File: config.mk
export PLATFORM = sky130hd
export DESIGN_NAME = cache_credit_ctrl
export DESIGN_NICKNAME = d
export VERILOG_FILES = /design/src/rtl/cache_credit_pkg.sv /design/src/rtl/cc_dest_select.sv /design/src/rtl/cc_resident_counter.sv /design/src/rtl/cc_divert_flag.sv /design/src/rtl/cache_credit_ctrl.sv
export SDC_FILE = /design/constraint.sdc
export NUM_CORES = 1
export LEC_CHECK = 0
export BUFFER_PORTS_ARGS = -buffer_cell sky130_fd_sc_hd__buf_4
export CAP_MARGIN = 15
export CORE_ASPECT_RATIO = 0.8
export CORE_MARGIN = 1.5
export CORE_UTILIZATION = 56
export DETAILED_ROUTE_END_ITERATION = 8
export PLACE_DENSITY = 0.94
export SLEW_MARGIN = 20
export SYNTH_ARGS = -nofsm -noshare
export SYNTH_HDL_FRONTEND = slang
export SYNTH_HIERARCHICAL = 1
export SYNTH_SLANG_ARGS = --single-unit
File: constraint.sdc
create_clock -name clk -period 8.2 [get_ports clk]
set_input_delay 0.41 -clock clk [delete_from_list [all_inputs] [get_ports clk]]
set_output_delay 0.41 -clock clk [all_outputs]
set_load 0.05 [all_outputs]
File: src/rtl/cache_credit_pkg.sv
package cache_credit_pkg;
   function automatic int unsigned cc_max(input int unsigned a, input int unsigned b);
      return (a > b) ? a : b;
   endfunction
endpackage

File: src/rtl/cc_dest_select.sv
module cc_dest_select #(
   parameter int unsigned CNT_W = 8
) (
   input  logic [CNT_W-1:0] count_i,
   input  logic [CNT_W-1:0] thresh_i,
   output logic             to_cache_o
);
   // Cache while the count has not passed the threshold
   always_comb to_cache_o = (count_i <= thresh_i);
endmodule

File: src/rtl/cc_resident_counter.sv
module cc_resident_counter
   import cache_credit_pkg::*;
#(
   parameter int unsigned CNT_W = 8,
   parameter int unsigned ACK_W = 4
) (
   input  logic             clk,
   input  logic             rst_n,
   input  logic             inc_i,
   input  logic             ack_valid_i,
   input  logic [ACK_W-1:0] ack_count_i,
   output logic [CNT_W-1:0] count_o
);
   localparam int unsigned SW = cc_max(CNT_W, ACK_W) + 1;
   localparam logic [SW-1:0] TOP = {{(SW-CNT_W){1'b0}}, {CNT_W{1'b1}}};
   localparam logic [CNT_W-1:0] CMAX = {CNT_W{1'b1}};

   logic [CNT_W-1:0] cnt_q, cnt_d;
   logic [SW-1:0]    sum_w, sub_w, res_w;

   always_comb begin
      sum_w = SW'(cnt_q) + SW'(inc_i);
      sub_w = ack_valid_i ? SW'(ack_count_i) : '0;
      res_w = (sub_w >= sum_w) ? '0 : (sum_w - sub_w);
      cnt_d = (res_w > TOP) ? CMAX : res_w[CNT_W-1:0];
   end

   always_ff @(posedge clk) begin
      if (!rst_n) cnt_q <= '0;
      else        cnt_q <= cnt_d;
   end

   assign count_o = cnt_q;

   assert_inc_R3: assert property (@(posedge clk) disable iff (!rst_n)
      (inc_i && !ack_valid_i && cnt_q != CMAX) |=> (cnt_q == $past(cnt_q) + 1'b1));
   assert_hold_R4: assert property (@(posedge clk) disable iff (!rst_n)
      (!inc_i && !ack_valid_i) |=> $stable(cnt_q));
   assert_no_underflow_R5: assert property (@(posedge clk) disable iff (!rst_n)
      (ack_valid_i && !inc_i) |=> (cnt_q <= $past(cnt_q)));
   assert_saturate_R7: assert property (@(posedge clk) disable iff (!rst_n)
      (inc_i && !ack_valid_i && cnt_q == CMAX) |=> (cnt_q == CMAX));
endmodule

File: src/rtl/cc_divert_flag.sv
module cc_divert_flag (
   input  logic clk,
   input  logic rst_n,
   input  logic divert_i,
   output logic flag_o
);
   logic flag_q;

   always_ff @(posedge clk) begin
      if (!rst_n)        flag_q <= 1'b0;
      else if (divert_i) flag_q <= 1'b1;
   end

   assign flag_o = flag_q;

   assert_sticky_R8: assert property (@(posedge clk) disable iff (!rst_n)
      flag_q |=> flag_q);
   assert_set_R8: assert property (@(posedge clk) disable iff (!rst_n)
      divert_i |=> flag_q);
endmodule

File: src/rtl/cache_credit_ctrl.sv
module cache_credit_ctrl #(
   parameter int unsigned CNT_W = 8,
   parameter int unsigned ACK_W = 4
) (
   input  logic             clk,
   input  logic             rst_n,
   input  logic [CNT_W-1:0] thresh_i,
   input  logic             wr_valid_i,
   output logic             wr_to_cache_o,
   input  logic             ack_valid_i,
   input  logic [ACK_W-1:0] ack_count_i,
   output logic [CNT_W-1:0] resident_o,
   output logic             diverted_o
);
   generate
      if (CNT_W < 2 || CNT_W > 32) begin : g_bad_cnt
         $error("CNT_W must lie in 2..32");
      end
      if (ACK_W < 1 || ACK_W > 32) begin : g_bad_ack
         $error("ACK_W must lie in 1..32");
      end
   endgenerate

   logic [CNT_W-1:0] count_w;
   logic             to_cache_w;
   logic             inc_w, divert_w;

   cc_dest_select #(.CNT_W(CNT_W)) u_sel (
      .count_i    (count_w),
      .thresh_i   (thresh_i),
      .to_cache_o (to_cache_w)
   );

   assign inc_w    = wr_valid_i &  to_cache_w;
   assign divert_w = wr_valid_i & ~to_cache_w;

   cc_resident_counter #(.CNT_W(CNT_W), .ACK_W(ACK_W)) u_cnt (
      .clk         (clk),
      .rst_n       (rst_n),
      .inc_i       (inc_w),
      .ack_valid_i (ack_valid_i),
      .ack_count_i (ack_count_i),
      .count_o     (count_w)
   );

   cc_divert_flag u_flag (
      .clk      (clk),
      .rst_n    (rst_n),
      .divert_i (divert_w),
      .flag_o   (diverted_o)
   );

   assign wr_to_cache_o = to_cache_w;
   assign resident_o    = count_w;

   assert_dest_R2: assert property (@(posedge clk) disable iff (!rst_n)
      (resident_o > thresh_i) |-> !wr_to_cache_o);
   assert_dest_cache_R2: assert property (@(posedge clk) disable iff (!rst_n)
      (resident_o <= thresh_i) |-> wr_to_cache_o);
   assert_idle_flag_R9: assert property (@(posedge clk) disable iff (!rst_n)
      (!wr_valid_i && !diverted_o) |=> !diverted_o);
endmodule

==> impl_metrics.toml <==
[logic_synthesis]
synthesis.nets = 147
ys_seq_area_frac = 0.183
ys_warn_count = 6
synthArstFlopShare = 0
ys.flop_type = "dfxtp_1"
synth.area.top_cells = "dfxtp_1, ha_1, a21oi_1, xnor2_1, inv_1"
synthCells = 116
syn_avg_cell_area_um2 = 8.47
synth_top_cell_by_area = "dfxtp_1"
syn_area_um2 = 982
yosysUniqueCellTypes = 41
yosys.area.top_type_share = 0.183
synth_edf_count = 0
ys_ff_latch = 9

[sta]
max_slew_margin = 0.635
hold_slack_ns = 0.369
drv_slew = 0
setup-tns-final_ns = 0
tightest_slew_ns = 0.547
skew_ns = 0.00502
hold_violations = 0
timing.final.crit_share = 0.469
setup-violations-final = 0
min_period_ns = 3.85
rsz0062_at_grt = "no"
max_freq_mhz = 260

[placement]
hpwl_um = 1820
dp_cells = 163
port_buffers = 25
gp_congestion = 0.929

[finish]
num_antenna_cells = 0
nNetsFinal = 177
areaGrowthSynthToFinish_pct = 24.6
drive_gt1_frac = 0.290
fillers = 111
instances_no_fill = 167

[setup_path]
endpoint_kind = "flip-flop"
r2r_cells = 14
arrival_ns = 3.98
r2r_start = "u_cnt/count_o[1]"
cp_max_fo = 7
crit_type = "reg -> reg"
timing.rr.end = "u_cnt/count_o[2]"
cp-start-kind = "flip-flop"
critPathRequiredTime_ns = 8.33
regToRegSetupSlack_ns = 4.35

[floorplan]
die_y_um = 40.5
rows = 13
ios = 26
dieArea_um2 = 2020
core-area_um2 = 1640
initial_utilization = 0.598
dieWidth_um = 49.8

[drt]
drt_iter0_drc = 21
firstDrtPassIters = 4
antenna_left = 0
drc = 0
wl_um = 2300
viasPerCell = 5.70
via_count = 952
wire_per_inst_um = 13.7

[run_status]
status = "finished clean"

[cts]
clockBufferDepth = 2
htree_levels = 1
cts_buffers = 3
worstSkewPairLatency_ns = 0.27
cts_tree = "built"
root_buffer = "clkbuf_4"
cts_setup_buffers = 0
cts_resized = 0
clk_pin_slew_ns = 0.06
cts_sinks = 9
ctsHoldBuffers = 0

[grt]
grt_pass1_vias = 882
grt_overflow = 0
grt_pass1_wl_um = 3740
antenna_found_initial = 0
grt_usage = 0.253
grt_max_degree = 10

[min_path]
min-delay-start = "rst_n"
hold_class = "in -> reg"
hold_path_end = "u_flag/flag_o"
holdPathStages = 2

[job]
drv_cap = 0

[power_and_ir_drop]
ir_worst_vdd_v = 0.000243
p_leak_nw = 0.552
power_density_nw_per_um2 = 351
## power by group
group          switching, mW  internal, mW  leakage (nW)
clock                 0.0160        0.0188        0.0150
combinational          0.185         0.122         0.463
sequential            0.0279        0.0595        0.0745
## layout make-up
class	count	area (µm²)	area share
Clock buffer	4	26.3	0.0215
Inverter	13	48.8	0.0399
Multi-Input combinational cell	94	753	0.616
Sequential cell	9	180	0.147
Tap cell	22	27.5	0.0225
Timing Repair Buffer	25	188	0.153
## how the worst max path moves through the flow
stage                           startpoint                to  slack (ns)  cells past startpoint
after floorplan           u_cnt/count_o[1]  u_cnt/count_o[6]        3.61                     14
after global placement         thresh_i[1]  u_cnt/count_o[1]        4.53                     16
after detailed placement       thresh_i[1]  u_cnt/count_o[2]        4.40                     16
after CTS                 u_cnt/count_o[1]  u_cnt/count_o[2]        4.45                     14
after global routing      u_cnt/count_o[1]  u_cnt/count_o[0]        4.14                     14
final                     u_cnt/count_o[1]  u_cnt/count_o[2]        4.35                     14
## layer usage
layer	global-route usage	vias to the layer above	part of all wire
met5	0	-	0
met4	0.132	0	0.011
met3	0.0224	4	0.046
met2	0.480	40	0.49
met1	0.298	429	0.46
li1	-	479	-
## cells by family (layout without fill, tap and decap cells)
logic type,Yosys count,after routing,synth area share
AO/OA/AOI/OAI,30,30,0.238
XOR/XNOR,9,9,0.0879
adder cells (fa/ha/maj),15,15,0.199
buffers and inverters,13,42,0.0497
flip-flops,9,9,0.183
multiplexers,1,1,0.0102
AND/OR/NAND/NOR,39,39,0.232
## cell usage after synthesis, types with 2 or more instances
| library cell | count |
|---|---|
| o211ai_1 | 2 |
| nor2b_1 | 2 |
| nand4_1 | 3 |
| nor2_1 | 4 |
| and3_4 | 3 |
| o21a_1 | 4 |
| inv_1 | 13 |
| nand3_1 | 3 |
| xor2_1 | 2 |
| dfxtp_1 | 9 |
| ha_1 | 14 |
| or2_1 | 2 |
| nand2_1 | 12 |
| xnor2_1 | 6 |
| a21oi_1 | 11 |
## critical path, stage by stage (launching register included)
cell	delay, ns
dfxtp_1	0.47
ha_1	0.29
nor2b_1	0.14
o211ai_2	0.13
a21oi_1	0.07
o22ai_1	0.17
and2_2	0.18
ha_1	0.25
ha_1	0.30
fa_1	0.49
a21o_1	0.21
a21oi_2	0.26
nand3_1	0.14
a32oi_1	0.48
a21oi_1	0.13
## through the flow
stage | power [mW] | cell area (µm²) | worst slack (ns) | util
3_3_place_gp | 0.378 | 1200 | 4.53 | 0.729
5_1_grt | 0.460 | 1220 | 4.14 | 0.745
6_report | 0.430 | 1220 | 4.35 | 0.745
4_1_cts | 0.427 | 1220 | 4.45 | 0.745
3_5_place_dp | 0.390 | 1200 | 4.40 | 0.729
2_1_floorplan | 0.316 | 982 | 3.61 | -
## placed cells by master, fill, tap and decap left out, drive strengths merged, types with 2 or more instances in the layout
cell     n
o211ai   3
xor2     2
a21oi   12
and2     2
dfxtp    9
nand3    4
nor3     2
o21ai    3
ha      14
nor2b    2
buf     25
clkbuf   4
nand4    3
o21a     4
nor2     5
nand2   12
xnor2    7
and3     4
or2      2
inv     13
## flip-flops by register name, summed over array words and instances (netlist names)
signal	cells
u_flag/flag_o	1
u_cnt/count_o	8
Note: power is estimated with default switching activity, not from simulation.
